`src/rtl/sgd_pkg.sv`:
```
`timescale 1ns/1ps
package sgd_pkg;

    localparam int unsigned ADDR_W    = 16;
    localparam int unsigned TGT_W     = 8;
    localparam int unsigned STEP_UP   = 4;
    localparam int unsigned STEP_DOWN = 2;

    typedef enum logic [1:0] {
        SLEW_HOLD = 2'd0,
        SLEW_UP   = 2'd1,
        SLEW_DOWN = 2'd2
    } slew_e;

    typedef struct packed {
        logic adv;
        logic tick;
    } sgd_ev_t;

    // Direction the delay must move to approach the goal.
    function automatic slew_e slew_decide(input logic [31:0] cur, input logic [31:0] goal);
        if (cur < goal)
            return SLEW_UP;
        else if (cur > goal)
            return SLEW_DOWN;
        else
            return SLEW_HOLD;
    endfunction

    // Clear bit 0 so the delay always spans whole stereo frames.
    function automatic logic [31:0] frame_align(input logic [31:0] v);
        return {v[31:1], 1'b0};
    endfunction

endpackage

```
`src/rtl/sgd_wrap_ctr.sv`:
```
`timescale 1ns/1ps
module sgd_wrap_ctr #(
    parameter int unsigned W = sgd_pkg::ADDR_W
) (
    input  logic         clk,
    input  logic         rst,
    input  logic         inc,
    input  logic         load,
    input  logic [W-1:0] load_val,
    output logic [W-1:0] q,
    output logic [W-1:0] q_next
);

    localparam logic [W-1:0] ONE = W'(1);

    always_comb begin
        if (load)
            q_next = load_val;
        else if (inc)
            q_next = q + ONE;
        else
            q_next = q;
    end

    always_ff @(posedge clk) begin
        if (rst)
            q <= '0;
        else
            q <= q_next;
    end

    p_step_wrap_r10: assert property (@(posedge clk) disable iff (rst)
        (inc && !load) |=> (q == W'($past(q) + ONE)));

    p_idle_hold_r2: assert property (@(posedge clk) disable iff (rst)
        (!inc && !load) |=> $stable(q));

endmodule

```
`src/rtl/sgd_slew.sv`:
```
`timescale 1ns/1ps
module sgd_slew
    import sgd_pkg::*;
#(
    parameter int unsigned AW   = sgd_pkg::ADDR_W,
    parameter int unsigned TW   = sgd_pkg::TGT_W,
    parameter int unsigned UP   = sgd_pkg::STEP_UP,
    parameter int unsigned DOWN = sgd_pkg::STEP_DOWN
) (
    input  logic          clk,
    input  logic          rst,
    input  logic          tick,
    input  logic [TW-1:0] tgt_hi,
    output logic [AW-1:0] act_q,
    output logic [AW-1:0] act_d
);

    localparam int unsigned LOW_W = AW - TW;
    localparam logic [AW-1:0] UP_W = AW'(UP);
    localparam logic [AW-1:0] DN_W = AW'(DOWN);

    logic [TW-1:0] des_q;
    logic [AW-1:0] goal;
    logic [AW-1:0] act_even;
    slew_e         dir;

    generate
        if (LOW_W > 0) begin : g_scaled
            assign goal = {des_q, {LOW_W{1'b0}}};
        end else begin : g_direct
            assign goal = AW'(des_q);
        end
    endgenerate

    always_comb begin
        act_even = AW'(frame_align(32'(act_q)));
        dir      = slew_decide(32'(act_even), 32'(goal));
        act_d    = act_q;
        if (tick) begin
            unique case (dir)
                SLEW_UP:   act_d = act_even + UP_W;
                SLEW_DOWN: act_d = act_even - DN_W;
                default:   act_d = act_even;
            endcase
        end
    end

    always_ff @(posedge clk) begin
        if (rst) begin
            des_q <= '0;
            act_q <= '0;
        end else begin
            des_q <= tgt_hi;
            act_q <= act_d;
        end
    end

    p_even_delay_r8: assert property (@(posedge clk) disable iff (rst)
        act_q[0] == 1'b0);

    p_grow_r5: assert property (@(posedge clk) disable iff (rst)
        (tick && act_q < goal) |=> (act_q == AW'($past(act_q) + UP_W)));

    p_shrink_r6: assert property (@(posedge clk) disable iff (rst)
        (tick && act_q > goal) |=> (act_q == AW'($past(act_q) - DN_W)));

    p_settled_r7: assert property (@(posedge clk) disable iff (rst)
        (tick && act_q == goal) |=> $stable(act_q));

    p_frame_only_r11: assert property (@(posedge clk) disable iff (rst)
        !tick |=> $stable(act_q));

endmodule

```
`src/rtl/sgd_align.sv`:
```
`timescale 1ns/1ps
module sgd_align #(
    parameter int unsigned AW = sgd_pkg::ADDR_W
) (
    input  logic [AW-1:0] wr_next,
    input  logic [AW-1:0] delay_next,
    output logic [AW-1:0] rd_anchor
);

    always_comb rd_anchor = wr_next - delay_next;

endmodule

```
`src/rtl/stereo_glide_addr.sv`:
```
`timescale 1ns/1ps
module stereo_glide_addr
    import sgd_pkg::*;
#(
    parameter int unsigned AW   = sgd_pkg::ADDR_W,
    parameter int unsigned TW   = sgd_pkg::TGT_W,
    parameter int unsigned UP   = sgd_pkg::STEP_UP,
    parameter int unsigned DOWN = sgd_pkg::STEP_DOWN
) (
    input  logic          clk,
    input  logic          rst,
    input  logic          chan_adv,
    input  logic          frame_end,
    input  logic [TW-1:0] tgt_hi,
    output logic [AW-1:0] wr_addr,
    output logic [AW-1:0] rd_addr
);

    sgd_ev_t       ev;
    logic [AW-1:0] wr_next;
    logic [AW-1:0] rd_next;
    logic [AW-1:0] dly_q;
    logic [AW-1:0] dly_next;
    logic [AW-1:0] anchor;

    always_comb begin
        ev.adv  = chan_adv;
        ev.tick = frame_end;
    end

    sgd_wrap_ctr #(.W(AW)) u_wr (
        .clk      (clk),
        .rst      (rst),
        .inc      (ev.adv),
        .load     (1'b0),
        .load_val ('0),
        .q        (wr_addr),
        .q_next   (wr_next)
    );

    sgd_slew #(.AW(AW), .TW(TW), .UP(UP), .DOWN(DOWN)) u_slew (
        .clk    (clk),
        .rst    (rst),
        .tick   (ev.tick),
        .tgt_hi (tgt_hi),
        .act_q  (dly_q),
        .act_d  (dly_next)
    );

    sgd_align #(.AW(AW)) u_align (
        .wr_next    (wr_next),
        .delay_next (dly_next),
        .rd_anchor  (anchor)
    );

    sgd_wrap_ctr #(.W(AW)) u_rd (
        .clk      (clk),
        .rst      (rst),
        .inc      (ev.adv),
        .load     (ev.tick),
        .load_val (anchor),
        .q        (rd_addr),
        .q_next   (rd_next)
    );

    p_wr_step_r2: assert property (@(posedge clk) disable iff (rst)
        chan_adv |=> (wr_addr == AW'($past(wr_addr) + AW'(1))));

    p_rd_step_r3: assert property (@(posedge clk) disable iff (rst)
        (chan_adv && !frame_end) |=> (rd_addr == AW'($past(rd_addr) + AW'(1))));

    p_anchor_r9: assert property (@(posedge clk) disable iff (rst)
        frame_end |=> (AW'(wr_addr - rd_addr) == dly_q));

    p_gap_steady_r11: assert property (@(posedge clk) disable iff (rst)
        !frame_end |=> (AW'(wr_addr - rd_addr) == AW'($past(wr_addr) - $past(rd_addr))));

    p_reset_zero_r1: assert property (@(posedge clk)
        $past(rst) |-> (wr_addr == '0 && rd_addr == '0));

endmodule

```
`config.mk`:
```
export PLATFORM = sky130hd
export DESIGN_NAME = stereo_glide_addr
export DESIGN_NICKNAME = d
export VERILOG_FILES = /design/src/rtl/sgd_pkg.sv /design/src/rtl/sgd_wrap_ctr.sv /design/src/rtl/sgd_slew.sv /design/src/rtl/sgd_align.sv /design/src/rtl/stereo_glide_addr.sv
export SDC_FILE = /design/constraint.sdc
export NUM_CORES = 1
export LEC_CHECK = 0
export BUFFER_PORTS_ARGS = -buffer_cell sky130_fd_sc_hd__buf_2
export CORE_MARGIN = 2
export CORE_UTILIZATION = 37
export CTS_CLUSTER_SIZE = 20
export DETAILED_ROUTE_END_ITERATION = 10
export SLEW_MARGIN = 20
export SYNTH_ARGS = -nofsm -noshare
export SYNTH_HDL_FRONTEND = slang
export SYNTH_HIERARCHICAL = 1
export SYNTH_SLANG_ARGS = --single-unit
export TNS_END_PERCENT = 5
```
`constraint.sdc`:
```
create_clock -name clk -period 8.26 [get_ports clk]
set_clock_uncertainty 0.05 [all_clocks]
set_input_delay 1.652 -clock clk [delete_from_list [all_inputs] [get_ports clk]]
set_output_delay 1.652 -clock clk [all_outputs]
set_load 0.005 [all_outputs]
```
======== Word level (Yosys, flattened, before mapping) ========
Index checks and enable logic that the tools add are counted.
storage, ports and cells
  flip-flop bits (word level) ............. 56
  logic and storage cells ................. 21
  bits of input ports ..................... 12
cells by class
  add/sub/neg operators ................... 5
  $lt $le $gt $ge ......................... 2
  reductions and logical operators ........ 1
  eq/ne operators ......................... 2
  muxes and demuxes ....................... 7
operators by type and width
  operator                 count
  $mux W16                 4
  $add A16 B1 Y16 const B  2
  $pmux W16 S2             1
  $add A16 B3 Y16 const B  1
  $gt A16 B16 Y1           1
  $lt A16 B16 Y1           1
  $sub A16 B16 Y16         1
  $sub A16 B2 Y16 const B  1
  $mux W2                  2
  $eq A2 B1 Y1 const B     1
  $eq A2 B2 Y1 const B     1
  $reduce_bool A2 Y1       1

======== Logic depth before layout (Yosys ltp) ========
  depth after elaboration ................. 8
  mapped depth ............................ 20
  gate-level depth less buffers ........... 18

======== By module ========
Netlist, hierarchy kept.
modules (own cells, without submodules)
  module             area an instance (sq um)  instances  cells each
  sgd_wrap_ctr       982.2                     2          126
  sgd_slew           1755.4                    1          205
  sgd_align          902.1                     1          129
  stereo_glide_addr  3.8                       1          1

======== Worst setup path before layout ========
OpenSTA, ideal clock, no wires.
  path kind ............................... input to register
  from .................................... input frame_end
  to ...................................... register u_rd.q[11]
  arrival time ............................ 4.079 ns
  stages .................................. 14
  buffers on the path ..................... 1
  setup time .............................. 0.136 ns
  slack ................................... 3.995 ns
  path through ............................ nor2b_1 -> nand3_1 -> or2_2 -> o31ai_1 -> xor2_1 -> inv_1 -> ha_1 -> buf_2 -> o21a_2 -> nor2_1 -> a2111o_1 -> a311o_1 -> nand2_1 -> a31oi_1
between the ends
  cells in the longest elaborated chain, start to end .. 3
  elaborated cells on any way between the ends .. 4
  classes of those cells .................. add/sub: 1; mux: 2; reduce/logical: 1
ends and longest elaborated chain
  what                  RTL line                 RTL
  start, declared       stereo_glide_addr.sv:13  input logic frame_end,
  $mux W16              sgd_slew.sv:39           if (tick) begin
  net dly_next[9]       stereo_glide_addr.sv:23  logic [AW-1:0] dly_next;
  $sub A16 B16 Y16      sgd_align.sv:10          always_comb rd_anchor = wr_next - delay_next;
  net anchor[11]        stereo_glide_addr.sv:24  logic [AW-1:0] anchor;
  $mux W16              sgd_wrap_ctr.sv:17       if (load)
  end signal, assigned  sgd_wrap_ctr.sv:29       q <= q_next;
  end, declared         sgd_wrap_ctr.sv:10       output logic [W-1:0] q,
The timed path passes the listed nets, and every way through them passes these cells.
A chain may end at the register's enable or synchronous reset.

======== Final worst setup path ========
Ends and elaborated chain as after synthesis.

==> impl_summary.md <==
Clock network
Clock-pin slew was measured on the worst setup and hold paths at about 0.07 ns. In this run, post-CTS repair resized a total of 0 instances. The number of H-tree levels is 2. TritonCTS built the clock tree. The maximum buffer depth of the clock tree is 2. The master cell of the clock root buffer is clkbuf_16. The clock latency at the later pin of the worst-skew pair is between 0.3 and 0.4 ns. The clock buffer count from CTS is 5. The post-CTS setup repair buffer count is 0. In this run, post-CTS hold repair placed 0 buffers. The tree built by TritonCTS fans out to 56 sinks.

Pwr
IR analysis of the VDD net gives a maximum drop of around 0.00018 V. The internal power summed over all cells is approximately 1.1 mW. The combinational cell fraction of total power is 66.8%.

The fraction of power consumed by sequential logic is 22.5%. The reported net switching power is 0.990 mW. The share of total power in the clock network is between 10% and 20%.

The switching power share of the total is 48.4%. The total chip power is about 2 mW. Summed over all cells, the static leakage comes to 2.09 nW. The power density normalized to cell area is 403 nW/um2.

GRT
The met3 usage is 3.48%. The via count of the first global-routing pass was around 4000. The pin count of the biggest net entering global routing is about 70. The total global routing overflow is 0.

For this run, global-route usage on met1 was measured as between 20% and 30%. The first global-routing pass estimated around 19000 um of wire. met2 is the most crowded layer. In the global route stage, overall resource usage came out at 17.6%. The met2 routing resource usage after global routing is 30.2%. The initial antenna violation count is 0.

Timing
The final worst-path setup slack is roughly 3.4 ns. The clock period could shrink to a little under 5 ns. Setup repair after global routing left no endpoint under its margin.

The total count of max-transition violations in the final report is 0. The final hold violation count is 0. The setup total negative slack is 0 ns. Measured against its own limit, the worst slew margin works out to just over 50%.

In the finished design, the share of the clock period the worst path needs comes to about three fifths. The number of setup violations in the final report is 0. Based on the critical path, the design can be clocked at up to approximately 210 MHz.

At the pin with the least slew margin, the transition time is about 0.74 ns.

Finish
From synthesis to final layout, the design area changed by 11.0%. The number of antenna diodes in the final layout is 0. The multi-input gate area in the final layout is ~3200 um2.

In the final design database the tool counted roughly 660 nets. The final cell count without fillers is roughly 770. The post-route netlist has around 16% of its cells at a drive strength greater than 1. The area occupied by registers is 1120 um2. The number of fill cells is 1235.

Worst setup path
The type of the worst setup path is input pin to register. Grouping stages by cell kind, the critical path spends the most delay in compound AO/OA/AOI/OAI gates. The data required time of the worst path is around 8.4 ns. The number of buffers and inverters on the critical path is 2. STA classifies the critical path endpoint as a register.

Walking the worst path, the cells encountered are buf_2 -> nor2b_1 -> nand3_1 -> or2_2 -> o31ai_1 -> xor2_1 -> inv_1 -> ha_1 -> o21a_2 -> nor2_1 -> a2111o_1 -> a311o_1 -> nand2_1 -> a31oi_1. The startpoint type of the worst setup path is an input pin. The maximum fanout along the worst path is 40.

The cell type of the slowest stage on the worst timing path is buf_2. STA puts the critical path data arrival time at 4.94 ns. On the worst path, the slowest cell contributes a delay of 0.49 ns.

Floorplanning
The area of the die is 13200 um2. The I/O pin total is 44. Once the floorplan was initialized, standard cells occupied between 30% and 40% of the core. The initialized floorplan defines 40 standard-cell rows.

The die is 115 um tall. In this run the horizontal extent of the chip is 115 um. The core region is 12000 um2.

Routing
After detailed routing, the average wire length per cell comes to 14.5 um. Dividing the detail-routed via count by the number of cells gives 5.41. Before antenna repair, the detailed router went through 5 iterations.

After detailed routing, the number of remaining DRC violations is 0. The routed layout has between 4000 and 5000 vias. Once detail routing completed, the nets flagged for antenna violations numbered 0. The post-detailed-routing wire length is ~11000 um. The number of design-rule violations left by the first detailed-router iteration is 320.

Outcome
The flow ran to the end, and the final reports show no timing, DRC or antenna violations.

Placement
Counting tap cells, the placed design contains a total of around 760 instances. Buffers placed on the I/O ports in this run total 43. The worst slack after detailed placement is 3.12 ns. Once detailed placement completed, the half-perimeter wirelength came to around 8400 um. Routability-driven placement finished with a final weighted congestion of about 0.91.

Synthesis
The number of warnings printed during yosys synthesis is 6. The post-synth design cell area is 4560 um2. The average footprint of a synthesized cell is 7.94 um2. The synthesized netlist cell count is between 500 and 600.

Run
The max-cap violation count is 0.

Worst hold path
In this run the worst hold path is classified as register to register.
## stage by stage
step	hold WS (ns)	util, %	area (um2)
finish	0.503	42.2	5070
global route	0.530	42.2	5070
CTS	0.506	42.2	5070
detailed placement	0.496	41.0	4920
global placement	0.504	41.0	4920
floorplan	0.458	-	4630
## power groups by stage
stage                     registers (mW)  clock network, mW  logic (mW)
after detailed placement           0.466                  0        1.35
after global routing               0.475              0.241        1.52
after global placement             0.460                  0        1.33
final                              0.460              0.219        1.37
after CTS                          0.459              0.232        1.36
after floorplan                    0.423                  0        1.11
## state kept, by name (all words and copies together) (netlist names)
register,cells
u_rd/q,16
u_slew/act_q,16
u_slew/des_q,8
u_wr/q,16
## placed cells by master (no fill, tap or decap), types with 5 or more instances in the layout
master / instances
a211oi_1: 10
a21o_1: 5
a21oi_1: 27
a31oi_1: 7
buf_2: 43
clkbuf_16: 5
conb_1: 18
dfxtp_1: 56
ha_1: 30
inv_1: 37
mux2_2: 14
mux2i_1: 7
nand2_1: 51
nand3_1: 16
nand4_1: 17
nor2_1: 58
nor2b_1: 40
nor3_1: 22
nor4_1: 11
o21a_1: 7
o21ai_0: 12
xnor2_1: 29
xor2_1: 12
## routing by layer
| layer | vias to the layer above | wire length (um) |
|---|---|---|
| li1 | 2110 | - |
| met1 | 1943 | 5150 |
| met2 | 83 | 5290 |
| met3 | 14 | 396 |
| met4 | 0 | 296 |
| met5 | - | 0 |
## cell type report
cell class	count	share of cell area, %
clock buffer	5	2.47
clock inverter	3	0.469
inverter	39	2.89
multi-input combinational	471	63.7
sequential	56	22.1
tap	147	3.63
timing repair buffer	46	4.69
## worst min-delay path: stages (launching register included)
cell and delay [ns]:
dfxtp_1 0.35, o311ai_1 0.08, a31oi_1 0.07
## final timing paths
kind	startpoint	to	slack, ns	cells after the start
max	frame_end	u_rd/q[11]$_SDFF_PP0_	3.44	14
min	u_rd/q[13]$_SDFF_PP0_	u_rd/q[13]$_SDFF_PP0_	0.50	2
min reg2reg	u_rd/q[13]$_SDFF_PP0_	u_rd/q[13]$_SDFF_PP0_	0.50	2
max reg2reg	u_slew/act_q[9]$_SDFF_PP0_	u_rd/q[13]$_SDFF_PP0_	4.10	17
No activity file was read; power rests on OpenSTA's default activity.
